$ cat src/rtl/edpd_pkg.sv
// Shared types for the energy-detect power-down controller.
// Assumes: nothing beyond IEEE 1800-2017.
package edpd_pkg;
    typedef enum logic [1:0] {
        PS_RUN  = 2'd0,   // core awake, data path usable
        PS_DOWN = 2'd1,   // core asleep, only detectors and management live
        PS_WAKE = 2'd2    // core awake, settling, transmit still blocked
    } pwr_state_t;

    localparam int unsigned NUM_SRC = 3;   // 100TX, 10T, auto-negotiation
endpackage

$ cat src/rtl/edpd_energy_det.sv
// Energy status with quiet-time hysteresis.
// Sets the status as soon as any source reports energy; clears it after
// idle_limit consecutive quiet cycles (0 treated as 1).
// Assumes: energy_src already synchronous to clk.
module edpd_energy_det #(
    parameter int unsigned NSRC  = 3,
    parameter int unsigned CNT_W = 8
) (
    input  logic             clk,
    input  logic             rst_n,
    input  logic [NSRC-1:0]  energy_src,
    input  logic [CNT_W-1:0] idle_limit,
    output logic             energy_on,
    output logic             energy_rise
);
    logic             any_energy;
    logic [CNT_W-1:0] lim_eff;
    logic [CNT_W-1:0] quiet_cnt;
    logic             quiet_done;

    // Combine sources and derive the effective limit and expiry condition.
    always_comb begin
        any_energy  = |energy_src;
        lim_eff     = (idle_limit == '0) ? CNT_W'(1) : idle_limit;
        quiet_done  = ({1'b0, quiet_cnt} + (CNT_W+1)'(1)) >= {1'b0, lim_eff};
        energy_rise = any_energy & ~energy_on;
    end

    // Count consecutive quiet cycles, saturating at the limit.
    always_ff @(posedge clk) begin
        if (!rst_n)               quiet_cnt <= '0;
        else if (any_energy)      quiet_cnt <= '0;
        else if (quiet_cnt != lim_eff) quiet_cnt <= quiet_cnt + CNT_W'(1);
    end

    // Energy status register: fast set, delayed clear.
    always_ff @(posedge clk) begin
        if (!rst_n)          energy_on <= 1'b0;
        else if (any_energy) energy_on <= 1'b1;
        else if (quiet_done) energy_on <= 1'b0;
    end
endmodule

$ cat src/rtl/edpd_pwr_fsm.sv
// Power sequencing: sleep when enabled and quiet, wake on energy or mode
// clear, restore the saved operating state, then block transmit for a
// settle window of WAKE_CYC cycles.
// Assumes: WAKE_CYC >= 1.
module edpd_pwr_fsm
    import edpd_pkg::*;
#(
    parameter int unsigned ST_W     = 4,
    parameter int unsigned WAKE_CYC = 4
) (
    input  logic            clk,
    input  logic            rst_n,
    input  logic            ed_mode_en,
    input  logic            energy_on,
    input  logic [ST_W-1:0] run_state,
    output logic            core_pwrdn,
    output logic            tx_inhibit,
    output logic            restore_load,
    output logic [ST_W-1:0] restore_state
);
    localparam int unsigned WC_W = $clog2(WAKE_CYC + 1);

    pwr_state_t      state;
    logic [WC_W-1:0] wake_cnt;
    logic [ST_W-1:0] saved_q;

    // State transitions and settle counter.
    always_ff @(posedge clk) begin
        if (!rst_n) begin
            state    <= PS_RUN;
            wake_cnt <= '0;
        end else begin
            unique case (state)
                PS_RUN:  if (ed_mode_en && !energy_on) state <= PS_DOWN;
                PS_DOWN: if (!ed_mode_en || energy_on) begin
                    state    <= PS_WAKE;
                    wake_cnt <= '0;
                end
                PS_WAKE: begin
                    if (wake_cnt == WC_W'(WAKE_CYC - 1)) state <= PS_RUN;
                    wake_cnt <= wake_cnt + WC_W'(1);
                end
                default: state <= PS_RUN;
            endcase
        end
    end

    // Snapshot the live operating state on the way into power-down.
    always_ff @(posedge clk) begin
        if (!rst_n) saved_q <= '0;
        else if (state == PS_RUN && ed_mode_en && !energy_on) saved_q <= run_state;
    end

    // Decode outputs from the state.
    always_comb begin
        core_pwrdn    = (state == PS_DOWN);
        tx_inhibit    = (state != PS_RUN);
        restore_load  = (state == PS_WAKE) && (wake_cnt == '0);
        restore_state = saved_q;
    end
endmodule

$ cat src/rtl/edpd_irq.sv
// Sticky energy-rise interrupt flag with read-clear; a new event at the
// same edge as a clear keeps the flag set.
// Assumes: irq_clr is a single-cycle pulse from management.
module edpd_irq (
    input  logic clk,
    input  logic rst_n,
    input  logic rise_evt,
    input  logic mask_en,
    input  logic irq_clr,
    output logic irq_n
);
    logic flag_q;

    // Set on an unmasked rise, clear on read-clear, set wins.
    always_ff @(posedge clk) begin
        if (!rst_n)                   flag_q <= 1'b0;
        else if (rise_evt && mask_en) flag_q <= 1'b1;
        else if (irq_clr)             flag_q <= 1'b0;
    end

    // Drive the active-low pin from the flag.
    always_comb irq_n = ~flag_q;
endmodule

$ cat src/rtl/energy_pd_ctrl.sv
// Top of the energy-detect power-down controller. Holds the configuration
// register, which stays writable and unchanged across sleep and wake.
// Assumes: all inputs synchronous to clk; reset is synchronous active-low.
module energy_pd_ctrl #(
    parameter int unsigned CNT_W    = 8,
    parameter int unsigned ST_W     = 4,
    parameter int unsigned CFG_W    = 8,
    parameter int unsigned WAKE_CYC = 4
) (
    input  logic             clk,
    input  logic             rst_n,
    input  logic             ed_mode_en,
    input  logic [2:0]       energy_src,
    input  logic [CNT_W-1:0] idle_limit,
    input  logic             irq_mask_en,
    input  logic             irq_clr,
    input  logic [ST_W-1:0]  run_state,
    input  logic             cfg_wr,
    input  logic [CFG_W-1:0] cfg_wdata,
    output logic             energy_on,
    output logic             core_pwrdn,
    output logic             tx_inhibit,
    output logic             restore_load,
    output logic [ST_W-1:0]  restore_state,
    output logic             irq_n,
    output logic [CFG_W-1:0] cfg_q
);
    import edpd_pkg::*;

    logic rise_evt;

    edpd_energy_det #(.NSRC(NUM_SRC), .CNT_W(CNT_W)) u_det (
        .clk         (clk),
        .rst_n       (rst_n),
        .energy_src  (energy_src),
        .idle_limit  (idle_limit),
        .energy_on   (energy_on),
        .energy_rise (rise_evt)
    );

    edpd_pwr_fsm #(.ST_W(ST_W), .WAKE_CYC(WAKE_CYC)) u_fsm (
        .clk           (clk),
        .rst_n         (rst_n),
        .ed_mode_en    (ed_mode_en),
        .energy_on     (energy_on),
        .run_state     (run_state),
        .core_pwrdn    (core_pwrdn),
        .tx_inhibit    (tx_inhibit),
        .restore_load  (restore_load),
        .restore_state (restore_state)
    );

    edpd_irq u_irq (
        .clk      (clk),
        .rst_n    (rst_n),
        .rise_evt (rise_evt),
        .mask_en  (irq_mask_en),
        .irq_clr  (irq_clr),
        .irq_n    (irq_n)
    );

    // Configuration register: written only by management strobes.
    always_ff @(posedge clk) begin
        if (!rst_n)      cfg_q <= '0;
        else if (cfg_wr) cfg_q <= cfg_wdata;
    end
endmodule

$ cat config.mk
export PLATFORM = sky130hd
export DESIGN_NAME = energy_pd_ctrl
export DESIGN_NICKNAME = d
export VERILOG_FILES = /design/src/rtl/edpd_pkg.sv /design/src/rtl/edpd_energy_det.sv /design/src/rtl/edpd_pwr_fsm.sv /design/src/rtl/edpd_irq.sv /design/src/rtl/energy_pd_ctrl.sv
export SDC_FILE = /design/constraint.sdc
export NUM_CORES = 1
export LEC_CHECK = 0
export CAP_MARGIN = 20
export CORE_MARGIN = 4
export CORE_UTILIZATION = 43
export CTS_CLUSTER_SIZE = 16
export DETAILED_ROUTE_END_ITERATION = 7
export PLACE_DENSITY = 0.75
export SYNTH_ARGS = -nofsm -noshare
export SYNTH_HDL_FRONTEND = slang
export SYNTH_HIERARCHICAL = 1
export SYNTH_SLANG_ARGS = --single-unit
$ cat constraint.sdc
create_clock -name clk -period 2.1 [get_ports clk]
set_input_delay 0.21 -clock clk [delete_from_list [all_inputs] [get_ports clk]]
set_output_delay 0.21 -clock clk [all_outputs]
set_load 0.02 [all_outputs]
==> run metrics, run 1 <==
final hold viol count=0; fin cells=296; Netlist cell types=41; Die W=70.7 um; final worst path period share=95.1%; Leak Pwr=1.03 nW; GRT Overall Usage=14.7%; drt pass-1 iters=4; ANT cells=0; Rel. slew slack=62.1%; Final WS setup=0.104 ns; Max Buffers Root-to-Sink=2; routability cong.=0.783; startpoint types=flop; num rows=22; GRT Residual Overflow=0; required time of the critical path=2.28 ns; Synth Area per Inst=9.18 um2; CTS buffer count=3; global-route wire length before repair=6170 um; crit-path max FO=3; H-Tree Depth=1; area delta synth->final=42.6%; clk root buf=clkbuf_8; drt wl/cell=11.9 um; max_cap viols=0; starting density of the core=45.5%; final instance area=2410 um2; Worst Clk Skew=0.00247 ns; cell taking the most area after synthesis=dfxtp_1; CP Class=flop to flop; Reg clk slew, reported paths=0.09 ns; Hold Crit Class=flop to flop; port bufs=45; Crit. End Element=flop; fin. max-slew vios=0; vias in the first global route=1377; syn_nets=225; DR vias=1449; clk sinks=27; Min Clock Period, post-route=2.00 ns; ANT nets after route=0; largest net degree at the start of global routing=22; Synth Cell Area=1690 um2; commonest non-fill, non-tap cell in the layout=clkdlybuf4s50_1; fmax=0.501 GHz; setup_tns=0 ns; placed insts=290; mux cell area share after synthesis=6.52%; Place WS=-0.118 ns; DR iter-0 viols=79; most frequent cells in the layout=clkdlybuf4s50_1, dfxtp_1, buf_4, nand2_1, inv_1; DP HPWL=2870 um; IO Count=46; simple-gate share of the synthesized area=22.2%; Slew @ Worst Pin=0.564 ns; # nets final=290; maximum VDD drop=465 uV; FF+latch count, synth=27; post-synthesis compound-gate area fraction=15.4%; CTS tree=done; xor/xnor share of the synthesized area=7.26%; core area=3720 um2; Synth top area share=32.0%; Power Dens Cells=451 nW/um2; final setup fails=0; YS warnings=6; Synth area leaders=dfxtp_1, ha_1, mux2i_1; Cells after Synth=184; WL final=3520 um; run status=finished, final reports clean; sequential share of the synthesized area=32.0%; RSZ-0062 raised after global routing=true; DRC Markers=0; Adder-Cell Fraction of Synth Area=8.89%; worst skew pair latency=0.27 ns; Total Power=1.09 mW; Die Ht=70.7 um; initial antenna violation count=0; Via density=4.90; area of placed instances=2310 um2; share of layout cells above drive strength 1=19.0%; die area=4990 um2; Arrival @ worst endpoint=2.18 ns; main combinational cell family by area after synthesis=simple AND/OR/NAND/NOR gates
[synth_stat cells (all sizes together)]
cell / instances
a211oi: 2
a21boi: 2
nor4: 3
a41o: 1
and3b: 1
ha: 12
dfxtp: 27
or2: 3
nand3: 8
nand2b: 5
xor2: 9
nor2b: 12
inv: 13
and2: 2
o21a: 2
nor2: 6
clkbuf: 1
a21bo: 1
buf: 10
mux2i: 11
nand4: 1
a221oi: 1
nor3: 1
nor4b: 1
a21o: 2
nand2: 17
o21ai: 11
a2111o: 4
a21oi: 8
a31oi: 1
and3: 1
xnor2: 5
[area by class of cell]
| cell class | instances | area (um2) |
|---|---|---|
| clock inverters | 1 | 7.51 |
| flip-flops and latches | 27 | 543 |
| repair buffers | 71 | 658 |
| fillers | 319 | 1310 |
| inverters | 13 | 48.8 |
| well taps | 48 | 60.1 |
| clock buffers | 3 | 41.3 |
| multi-input cells | 133 | 1050 |
[registers in the layout, summed over array words and instances (netlist names)]
signal / count
u_fsm/restore_state: 4
cfg_q: 8
u_fsm/wake_cnt: 3
u_det/quiet_cnt: 8
u_irq/flag_q: 1
u_det/energy_on: 1
u_fsm/state: 2
[routing by layer]
metal,up-vias,global-route usage (%),part of all wire (%)
li1,752,-,-
met1,669,18.7,44
met2,24,26.1,51
met3,4,2.84,3.4
met4,0,2.71,1.0
met5,-,0,0
[cells by family after synthesis]
group / count (synthesis)
buf+inv: 24
flops: 27
simple gates: 61
xor+xnor: 14
mux: 11
fa+ha+maj: 12
compound gates: 35
[worst paths after layout]
path                                                     startpoint                                   to  slack (ns)  cells after the start
worst min register to register  u_fsm/restore_state[0]$_SDFFE_PN0P_  u_fsm/restore_state[0]$_SDFFE_PN0P_        0.46                      2
worst min-delay path            u_fsm/restore_state[0]$_SDFFE_PN0P_  u_fsm/restore_state[0]$_SDFFE_PN0P_        0.46                      2
worst max-delay path                u_det/quiet_cnt[1]$_SDFFE_PP0P_         u_det/energy_on$_SDFFE_PN0P_        0.10                      9
worst max register to register      u_det/quiet_cnt[1]$_SDFFE_PP0P_         u_det/energy_on$_SDFFE_PN0P_        0.10                      9
[critical path, stage by stage, from the launching register on]
cell      delay [ns]
dfxtp_2         0.37
ha_4            0.14
nand3_2         0.08
or2_4           0.26
xnor2_2         0.13
ha_1            0.34
a21oi_2         0.15
o21a_1          0.12
o21ai_1         0.06
a221oi_1        0.26
[report_power, final]
group | switching, mW | leakage (nW) | internal, mW
clock | 0.163 | 0.0217 | 0.135
sequential | 0.0141 | 0.222 | 0.532
combinational | 0.103 | 0.783 | 0.139
total | 0.280 | 1.03 | 0.806
[per-stage QoR]
stage	utilization, %	hold WS, ns
final	64.8	0.460
after global routing	64.8	0.491
after CTS	63.5	0.466
after detailed placement	62.2	0.451
after global placement	62.2	0.442
after floorplan	-	0.328
[what timing repair did]
action,in CTS,in global routing
gates resized for setup,0,8
setup buffers,0,2
hold endpoints to repair,0,0
endpoints found under the setup margin,0,1
hold buffers,0,0
Power figures use the tool's default switching activity.
==> run 2: changes to the inputs <==
CELL_PAD_IN_SITES_DETAIL_PLACEMENT = 1   (was unset)
CELL_PAD_IN_SITES_GLOBAL_PLACEMENT = 1   (was unset)
CORE_UTILIZATION = 32   (was 43)
PLACE_DENSITY = unset   (was 0.75)
PLACE_DENSITY_LB_ADDON = 0.1   (was unset)
==> run metrics, run 2 (synthesis gave the netlist of run 1 again) <==
run status=finished, final reports clean; DP HPWL=3590 um (+25%); CP max-delay cell=dfxtp_2; num rows=26 (+18%); routability cong.=0.787 (+0.45%); Leak Pwr=1.03 nW (+0.57%); H-Tree Depth=1 (unchanged); Final WS setup=0.0953 ns (-0.00828 ns); WP buf/inv=0 (unchanged); Via density=4.71 (-3.8%); most frequent cells in the layout=clkdlybuf4s50_1, buf_4, dfxtp_1, nand2_1, inv_1; initial antenna violation count=0 (unchanged); Worst Clk Skew=0.00695 ns (+0.00448 ns); ANT cells=0 (unchanged); delay-heaviest family, CP=compound AO/OA/AOI/OAI gates; Final Util=48.0% (-17 points); startpoint types=flop; global-route wire length before repair=7400 um (+20%); GRT Residual Overflow=0 (unchanged); fmax=0.499 GHz (-0.41%); die area=6510 um2 (+30%); WL final=4430 um (+26%); CP Class=flop to flop; max_cap viols=0 (unchanged); Max Buffers Root-to-Sink=2 (unchanged); RSZ-0062 raised after global routing=true; Place WS=-0.137 ns (-0.0196 ns); Reg clk slew, reported paths=0.10 ns (about the same); met3 usage=2.24% (-0.60 points); area delta synth->final=45.2%; drt wl/cell=13.9 um (+17%); IO Count=46 (unchanged); Arrival @ worst endpoint=2.20 ns (+0.02 ns); final hold viol count=0 (unchanged); clk root buf=clkbuf_8; crit-path max FO=3 (unchanged); Crit. End Element=flop; Slew @ Worst Pin=0.457 ns (-0.107 ns); # nets final=290 (unchanged); required time of the critical path=2.30 ns (+0.02 ns); vias in the first global route=1637 (+19%); DRC Markers=0 (unchanged); final setup fails=0 (unchanged); maximum VDD drop=213 uV (-54%); Hold Crit Class=flop to flop; Hold WS=0.464 ns (+0.00384 ns); GRT Overall Usage=14.4% (-0.30 points); Power Dens Cells=447 nW/um2 (-0.84%); DR vias=1498 (+3.4%); fin. max-slew vios=0 (unchanged); largest net degree at the start of global routing=22 (unchanged); met2 usage=27.1% (+0.98 points); core area=5110 um2 (+37%); commonest non-fill, non-tap cell in the layout=clkdlybuf4s50_1; clk sinks=27 (unchanged); Rel. slew slack=69.4% (+7.3 points); setup_tns=0 ns (unchanged); CTS tree=done; Total Power=1.10 mW (+0.96%); DR iter-0 viols=40 (-49%); met1 usage=16.6% (-2.2 points); final worst path period share=95.5% (+0.39 points); drt pass-1 iters=4 (unchanged); Die Ht=80.7 um (+14%); ANT nets after route=0 (unchanged); worst skew pair latency=0.27 ns (about the same); CTS Hold Bufs=0 (unchanged); gr busiest metal=met2; starting density of the core=33.1% (-12 points); Die W=80.7 um (+14%); share of layout cells above drive strength 1=20.2% (+1.2 points); CTS buffer count=3 (unchanged); crit-path max cell delay=0.37 ns (about the same); worst path cell trace=ha_4 -> nand3_4 -> or2_4 -> xnor2_2 -> ha_1 -> a21oi_2 -> o21a_1 -> o21ai_2 -> a221oi_2; Min Clock Period, post-route=2.00 ns (+0.00828 ns); port bufs=45 (unchanged)
[run 2: routing by layer]
| layer | vias up | wire (um) | share of wire [%] |
|---|---|---|---|
| met5 | - | 0 | 0 |
| met3 | 4 | 159 | 3.6 |
| met1 | 715 | 1870 | 42 |
| li1 | 753 | - | - |
| met2 | 26 | 2350 | 53 |
| met4 | 0 | 43 | 0.97 |
[run 2: worst register-to-register path: stages, from the launching register on]
cell	delay (ns)
dfxtp_2	0.37
ha_4	0.17
nand3_4	0.08
or2_4	0.25
xnor2_2	0.13
ha_1	0.35
a21oi_2	0.15
o21a_1	0.15
o21ai_2	0.06
a221oi_2	0.22
[run 2: path summary, 6_finish.rpt]
check / slack, ns / end / cells after the start / from
worst max-delay path: 0.1 / u_det/energy_on$_SDFFE_PN0P_ / 9 / u_det/quiet_cnt[1]$_SDFFE_PP0P_
worst min-delay path: 0.46 / u_fsm/restore_state[3]$_SDFFE_PN0P_ / 2 / u_fsm/restore_state[3]$_SDFFE_PN0P_
worst max register to register: 0.1 / u_det/energy_on$_SDFFE_PN0P_ / 9 / u_det/quiet_cnt[1]$_SDFFE_PP0P_
worst min register to register: 0.46 / u_fsm/restore_state[3]$_SDFFE_PN0P_ / 2 / u_fsm/restore_state[3]$_SDFFE_PN0P_
[run 2: layout make-up]
class                      instances  area [um2]
timing repair buffer              71         658
sequential                        27         546
multi-input combinational        133        1070
tap                               70        87.6
fill                             615        2660
clock buffer                       4        45.0
inverter                          13        48.8
[run 2: through the flow]
step | cell area (um2) | std cells
after detailed placement | 2330 | 311
after CTS | 2380 | 315
after floorplan | 1690 | 184
final | 2450 | 318
after global routing | 2450 | 318
after global placement | 2330 | 311
[run 2: repair_timing]
| action | in CTS | in global routing |
|---|---|---|
| endpoints found under the setup margin | 0 | 1 |
| setup buffers | 0 | 3 |
| gates resized for setup | 0 | 13 |
[run 2: power by group]
part           switching [mW]  total, mW  internal (mW)
Sequential             0.0149      0.547          0.532
Combinational           0.107      0.247          0.141
Clock                   0.166      0.302          0.136
Total                   0.287       1.10          0.809
